<file path="src/rtl/gpio_irq_expander.sv">
module gpio_irq_expander #(
  parameter int REG_W    = 16,
  parameter int BUS_W    = 16,
  parameter int ADDR_W   = 8,
  parameter int N_IN     = 16,
  parameter int N_OUT    = 16,
  parameter int N_IRQ    = 16,
  parameter int IN_BASE  = 0,
  parameter int OUT_BASE = 4,
  parameter int ACK_IDX  = 8,
  parameter bit INV_ACK  = 1'b0,
  parameter logic [N_OUT-1:0] OUT_INIT = '0
) (
  input  logic              clk,
  input  logic              rst_n,
  input  logic [ADDR_W-1:0] bus_addr,
  input  logic              bus_we,
  input  logic [15:0]       bus_wdata,
  output logic [15:0]       bus_rdata,
  input  logic [N_IN-1:0]   pin_in,
  output logic [N_OUT-1:0]  pin_out,
  output logic              host_irq
);
  localparam int BSH   = (BUS_W == 32) ? 2 : 1;
  localparam int IDX_W = ADDR_W - BSH;
  localparam int NIR   = (N_IN + REG_W - 1) / REG_W;
  localparam int NOR   = (N_OUT + REG_W - 1) / REG_W;

  logic [N_IN-1:0]  sync1, sync2;
  logic [N_IRQ-1:0] sync3, rise, pend_q, clr_mask;
  logic [N_OUT-1:0] out_q;
  logic [IDX_W-1:0] idx;
  logic             aligned, ack_wr;

  assign aligned = (bus_addr[BSH-1:0] == '0);
  assign idx     = bus_addr[ADDR_W-1:BSH];
  assign ack_wr  = bus_we && aligned && (idx == IDX_W'(ACK_IDX));

  always_ff @(posedge clk) begin
    if (!rst_n) begin
      sync1 <= '0;
      sync2 <= '0;
      sync3 <= '0;
    end else begin
      sync1 <= pin_in;
      sync2 <= sync1;
      sync3 <= sync2[N_IRQ-1:0];
    end
  end

  assign rise     = sync2[N_IRQ-1:0] & ~sync3;
  assign clr_mask = INV_ACK ? ~bus_wdata[N_IRQ-1:0] : bus_wdata[N_IRQ-1:0];

  always_ff @(posedge clk) begin
    if (!rst_n) begin
      pend_q   <= '0;
      host_irq <= 1'b0;
    end else begin
      pend_q   <= (ack_wr ? (pend_q & ~clr_mask) : pend_q) | rise;
      host_irq <= (|pend_q) && !ack_wr;
    end
  end

  always_ff @(posedge clk) begin
    if (!rst_n) begin
      out_q <= OUT_INIT;
    end else if (bus_we && aligned) begin
      for (int b = 0; b < N_OUT; b++) begin
        if (idx == IDX_W'(OUT_BASE + b / REG_W))
          out_q[b] <= bus_wdata[b % REG_W];
      end
    end
  end

  assign pin_out = out_q;

  always_comb begin
    bus_rdata = '0;
    if (aligned) begin
      for (int k = 0; k < NIR; k++) begin
        if (idx == IDX_W'(IN_BASE + k)) begin
          for (int j = 0; j < REG_W; j++) begin
            if (k * REG_W + j < N_IN) bus_rdata[j] = sync2[k * REG_W + j];
          end
        end
      end
      for (int k = 0; k < NOR; k++) begin
        if (idx == IDX_W'(OUT_BASE + k)) begin
          for (int j = 0; j < REG_W; j++) begin
            if (k * REG_W + j < N_OUT) bus_rdata[j] = out_q[k * REG_W + j];
          end
        end
      end
      if (idx == IDX_W'(ACK_IDX)) bus_rdata[N_IRQ-1:0] = pend_q;
    end
  end
endmodule


</file>
<file path="config.mk">
export PLATFORM = sky130hd
export DESIGN_NAME = gpio_irq_expander
export DESIGN_NICKNAME = d
export VERILOG_FILES = /design/src/rtl/gpio_irq_expander.sv
export SDC_FILE = /design/constraint.sdc
export NUM_CORES = 1
export LEC_CHECK = 0
export ABC_AREA = 1
export BUFFER_PORTS_ARGS = -buffer_cell sky130_fd_sc_hd__buf_2
export CAP_MARGIN = 40
export CORE_MARGIN = 3
export CORE_UTILIZATION = 49
export CTS_CLUSTER_DIAMETER = 30
export DETAILED_ROUTE_END_ITERATION = 12
export PLACE_DENSITY = 0.77
export SLEW_MARGIN = 10
export SYNTH_ARGS = -nofsm -noshare
export SYNTH_HDL_FRONTEND = slang
export SYNTH_SLANG_ARGS = --single-unit
</file>
<file path="constraint.sdc">
create_clock -name clk -period 1.8 [get_ports clk]
set_input_delay 0.54 -clock clk [delete_from_list [all_inputs] [get_ports clk]]
set_output_delay 0.54 -clock clk [all_outputs]
set_load 0.02 [all_outputs]
</file>
==> results of run 1 <==
[kinds of logic (layout without fill, tap and decap cells)]
logic type,Yosys count,in the layout
simple gates,314,314
buf+inv,153,244
flops,81,81
[final timing paths]
path                                              to  slack (ps)  cells past startpoint
worst min register to register  sync2[11]$_SDFF_PN0_         410                      2
worst max-delay path                    bus_rdata[7]        -370                     12
worst max register to register   host_irq$_SDFF_PN0_         650                      6
worst min-delay path             sync1[9]$_SDFF_PN0_         370                      3
[routing by layer]
layer  wire (um)  track usage  vias up
met4         199       0.1160        0
met1        3867       0.2821     1669
li1            -            -     1762
met2        4965       0.3947      130
met3         615      0.03493       18
met5           0            0        -
[cells in the final DEF, fill, tap and decap left out, drive strengths merged]
master and n:
or2 16, buf 99, nor2 39, nand3b 8, nand3 73, clkinv 4
dfxtp 81, nand2 174, bufinv 1, inv 128, nor3 4, clkbuf 12
[flip-flops by register name (all words and copies together) (netlist names)]
signal    cells
pend_q       16
host_irq      1
sync3        16
sync1        16
pin_out      16
sync2        16
[layout make-up]
type                    count  area [um^2]
clock buffers              10        137.6
fillers                   583         2303
inverters                 129        523.0
well taps                  99        123.9
multi-input cells         314         1574
repair buffers            101        963.4
flip-flops and latches     81         1622
clock inverters             4        45.04
[power by group through the flow]
stage          Clock (mW)  Sequential [mW]  Combinational, mW
6_report             1.29             1.89              0.397
2_1_floorplan           0             1.93              0.195
4_1_cts              1.30             1.89              0.375
3_3_place_gp            0             1.93              0.315
5_1_grt              1.39             1.90              0.438
3_5_place_dp            0             1.93              0.322
[worst min-delay path: stages]
cell and delay, ps:
buf_2 70, nand2_1 40, inv_1 40
[timing repair]
item                                    in CTS  in global routing
pin swaps                                    4                 27
setup buffers                                8                  0
endpoints found under the setup margin      16                 16
gates cloned                                 3                  2
gates resized for setup                     48                 26
[synth_stat cells]
library cell / n
nor2_1: 34
nand3_4: 1
nor2_8: 2
buf_4: 3
nor2_4: 1
dfxtp_1: 81
nand2_4: 2
buf_2: 13
or2_2: 16
nand2_2: 3
clkinv_4: 1
nand3_1: 72
nor3_1: 4
buf_6: 5
inv_1: 123
clkbuf_1: 3
nand3b_1: 8
nand2_1: 169
nor2_2: 2
inv_2: 5
==> flow_metrics.py, run 1 <==
metrics = {
    "yosys": {
        "synthMuxAreaShare": 0,
        "ys_seq_elements": 81,
        "syn_area_mm2": 0.003691,
        "ys_top_cells_by_area": "dfxtp_1 (44%), nand2_1 (17%), inv_1 (13%)",
        "synth_compound_area_frac": 0,
        "avgSynthCellArea_um2": 6.735,
        "yosys_warnings": 0,
        "syn_nets": 591,
        "synth_top_area_cell": "dfxtp_1",
        "yosys.area_share.simple": 0.3861,
        "synth-adder-area-share": 0,
        "yosysTopAreaCellShare": 0.4393,
        "synth_top_family_by_area": "simple AND/OR/NAND/NOR gates",
        "synth_xor_area_frac": 0,
        "syn_inst": 548,
        "synth-seq-area-share": 0.4393,
        "ys_types": 20,
    },
    "finish": {
        "final_util": 0.6841,
        "drive_gt1_frac": 0.2989,
        "antenna_cells": 0,
        "nets": 679,
        "design_area_mm2": 0.004989,
        "stdcell_count": 738,
        "syn_to_final_growth_pct": 35.15,
    },
    "sta": {
        "whs_ps": 365.7,
        "setup-tns-final_ps": -4861,
        "fin_skew_ps": 7.182,
        "fmax_ghz": 0.4601,
        "fin_crit_ps": 2174,
        "maxSlewHeadroom": 0.7807,
        "worst_pin_slew_ps": 326.4,
        "rsz0062_at_grt": "true",
        "setup_viol": 16,
        "post-route-period-util": 1.208,
        "slew_viol_final": 0,
        "hold_viol_final": 0,
        "finalWorstSetupSlack_ps": -373.6,
    },
    "worst_setup_path": {
        "timing.rr.start": "pend_q[11]$_SDFF_PN0_",
        "slowest_stage": "buf_12",
        "crit_arrival_ps": 1630,
        "critPathTopFamily": "buffers and inverters",
        "max_stage_delay_ps": 160,
        "critPathLaunch": "bus_addr[6]",
        "required_ps": 1260,
        "crit_path_max_fanout": 7,
        "critPathLaunchType": "primary input",
        "worst-path-buf-inv": 7,
        "path_cells": "buf_12, inv_16, nand2_8, nor2_8, buf_12, clkbuf_16, nand3b_1, nand2_1, inv_1, nand2_1, inv_2, buf_6",
        "crit_path_end_kind": "output pin",
        "path_class": "in2out",
    },
    "pwr": {
        "leakage_nw": 2.971,
        "p_sw_mw": 0.8865,
        "pwr-share-comb": 0.111,
        "clockPowerShare": 0.361,
        "p_sw_frac": 0.2477,
        "finalPower_mw": 3.579,
        "power_density_mw_per_mm2": 717.5,
        "p_int_mw": 2.693,
        "vdd_drop_max_mv": 0.4639,
        "sequentialPowerShare": 0.528,
    },
    "clocking": {
        "cts_hold_buf": 0,
        "cts_max_path_buffers": 2,
        "tritoncts": "yes",
        "clk_pin_slew_ps": 80,
        "insertion_delay_ps": 350,
        "htree_levels": 3,
        "numClockSinks": 81,
        "root_buffer": "clkbuf_8",
        "cts_buffers": 9,
    },
    "worst_hold_path": {
        "hp-class": "in2reg",
        "hp-start": "pin_in[9]",
    },
    "floorplanning": {
        "fp.coreArea_mm2": 0.007292,
        "rows": 31,
        "die_y_um": 92.79,
        "dieArea_mm2": 0.008610,
        "initial_core_util": 0.5062,
        "ios": 76,
        "die_x_um": 92.79,
    },
    "route": {
        "antenna_left": 0,
        "drtIter0Drc": 187,
        "first_pass_iters": 5,
        "drc": 0,
        "drt-wirelength-per-cell_um": 13.07,
        "drt-total-wl_um": 9647,
        "via_count": 3579,
        "vias_per_cell": 4.850,
    },
    "grt": {
        "grt-ovfl-total": 0,
        "grtUsageTotal": 0.2313,
        "grt_first_pass_wirelength_um": 15790,
        "grt_pass1_vias": 3531,
        "antenna_found_initial": 0,
        "grt_max_degree": 45,
    },
    "placed_design": {
        "dp_hpwl_um": 5835,
        "place_congestion": 0.8012,
        "place_area_mm2": 0.004358,
        "portBuffers": 75,
        "placed_cells": 712,
        "pre_cts_ws_ps": -386.2,
    },
    "outcome": {
        "violations": "setup timing",
        "status": "complete, but fails checks",
    },
    "run": {
        "cap_viol_max_count": 0,
    },
}
Power figures use the tool's default switching activity.
==> inputs of run 2 (changes only) <==
==> constraint.sdc (replaced) <==
create_clock -name clk -period 1.75 [get_ports clk]
set_input_delay 0.525 -clock clk [delete_from_list [all_inputs] [get_ports clk]]
set_output_delay 0.525 -clock clk [all_outputs]
set_load 0.02 [all_outputs]
==> run 2 against run 1 <==
The flow still finishes with violations (setup timing); die area did not move; setup slack worse by 52 ps; via count grew 0.70%; critical path type unchanged; critical endpoint is now bus_rdata[9].
==> flow_metrics.py, run 2 (synthesized netlist as in run 1, its figures left out) <==
metrics = {
    "route": {
        "drt-total-wl_um": 10190,
        "drc": 0,
        "drtIter0Drc": 235,
        "vias_per_cell": 4.864,
        "first_pass_iters": 5,
        "drt-wirelength-per-cell_um": 13.75,
        "antenna_left": 0,
        "via_count": 3604,
    },
    "sta": {
        "post-route-period-util": 1.243,
        "fin_skew_ps": 11.00,
        "slew_viol_final": 0,
        "finalWorstSetupSlack_ps": -425.9,
        "worst_pin_slew_ps": 263.0,
        "setup-tns-final_ps": -5850,
        "rsz0062_at_grt": "true",
        "hold_viol_final": 0,
        "fmax_ghz": 0.4596,
        "setup_viol": 16,
        "fin_crit_ps": 2176,
        "maxSlewHeadroom": 0.8245,
    },
    "floorplanning": {
        "die_x_um": 92.79,
        "ios": 76,
        "rows": 31,
        "die_y_um": 92.79,
        "dieArea_mm2": 0.008610,
        "fp.coreArea_mm2": 0.007292,
        "initial_core_util": 0.5062,
    },
    "clocking": {
        "numClockSinks": 81,
        "insertion_delay_ps": 360,
        "tritoncts": "yes",
        "cts_max_path_buffers": 2,
        "htree_levels": 3,
        "root_buffer": "clkbuf_8",
        "clk_pin_slew_ps": 90,
        "cts_buffers": 9,
    },
    "worst_setup_path": {
        "max_stage_delay_ps": 140,
        "crit_arrival_ps": 1650,
        "path_cells": "buf_8, inv_8, nand2_8, nor2_8, buf_12, buf_12, buf_16, nand3_2, nand2_1, inv_1, nand2_2, inv_2, buf_6",
        "path_class": "in2out",
        "crit_path_end_kind": "output pin",
        "worst-path-buf-inv": 8,
        "critPathTopFamily": "buffers and inverters",
        "crit_path_max_fanout": 7,
        "required_ps": 1220,
        "slowest_stage": "buf_12",
        "critPathLaunchType": "primary input",
        "crit_path_frequent_cell": "buf_12",
    },
    "finish": {
        "nets": 680,
        "final_common_cell": "nand2_1",
        "design_area_mm2": 0.005253,
        "final_cell_mix": "nand2_1 (156), inv_1 (104), dfxtp_1 (81)",
        "stdcell_count": 741,
        "syn_to_final_growth_pct": 42.31,
        "antenna_cells": 0,
        "drive_gt1_frac": 0.3364,
        "nFillCells": 538,
    },
    "grt": {
        "grt_pass1_vias": 3595,
        "antenna_found_initial": 0,
        "grtUsageTotal": 0.2445,
        "grt_first_pass_wirelength_um": 16550,
        "grt_max_degree": 45,
        "grt-ovfl-total": 0,
    },
    "pwr": {
        "vdd_drop_max_mv": 0.5758,
        "power_density_mw_per_mm2": 792.0,
        "leakage_nw": 3.087,
    },
    "run": {
        "cap_viol_max_count": 0,
    },
    "placed_design": {
        "placed_cells": 712,
        "dp_hpwl_um": 5836,
        "portBuffers": 75,
        "place_congestion": 0.8012,
        "place_area_mm2": 0.004358,
    },
    "worst_hold_path": {
        "hp-class": "in2reg",
    },
    "outcome": {
        "violations": "setup timing",
        "status": "complete, but fails checks",
    },
}
## run 2: cell count changes in the layout (fill, tap and decap cells not counted), sizes merged
cell      previous run  this run
buf                 99       101
bufinv               1         4
clkinvlp             0         1
clkinv               4         1
## run 2: where the power goes
part           internal (mW)  total [mW]  switching (mW)
Clock                   1.09        1.78           0.685
Sequential              1.91        1.95          0.0354
Combinational          0.197       0.434           0.237
## run 2: final timing paths
| kind | start | to | slack (ps) | depth (start not counted) |
|---|---|---|---|---|
| worst max-delay path | bus_addr[5] | bus_rdata[9] | -430 | 13 |
| worst min-delay path | pin_in[10] | sync1[10]$_SDFF_PN0_ | 340 | 3 |
| worst max register to register | pend_q[4]$_SDFF_PN0_ | host_irq$_SDFF_PN0_ | 740 | 6 |
| worst min register to register | sync1[11]$_SDFF_PN0_ | sync2[11]$_SDFF_PN0_ | 410 | 2 |
## run 2: timing repair
item | CTS | global route
hold buffers | 0 | 0
pin swaps | 35 | 15
resized for setup | 77 | 25
cloned | 6 | 1
setup buffers | 6 | 0
setup endpoints to repair | 16 | 16
## run 2: area by class of cell
class	instances	area, um^2	share of cell area
multi-input combinational	314	1697	0.3230
sequential	81	1622	0.3087
timing repair buffer	102	1026	0.1953
inverter	129	525.5	0.1000
clock buffer	11	131.4	0.02501
clock inverter	5	127.6	0.02430
tap	99	123.9	0.02358
## run 2: metal layers
layer,part of all wire,wire length (um),up-vias,track usage
met5,0,0,-,0
met4,0.018,181,0,0.09524
met3,0.077,783,17,0.05199
met2,0.50,5142,145,0.4199
met1,0.40,4084,1665,0.2980
li1,-,-,1777,-
## run 2: worst reg2reg max path, cell delays in order, from the launching register on
cell	delay, ps
dfxtp_1	320
inv_1	90
nand2_1	60
nor3_1	210
nand2_1	90
nor2_1	100
nor2_1	50
## run 2: per-stage QoR
stage                     total power [mW]    util  setup WS [ps]  hold slack, ps
after CTS                            4.144  0.7032         -356.4           334.7
after global routing                 4.320  0.7203         -456.1           347.5
after detailed placement             2.317  0.5976         -407.3           399.4
final                                4.160  0.7203         -425.9           342.5
after floorplan                      2.181       -         -93.98           386.4
after global placement               2.307  0.5976         -366.8           392.7
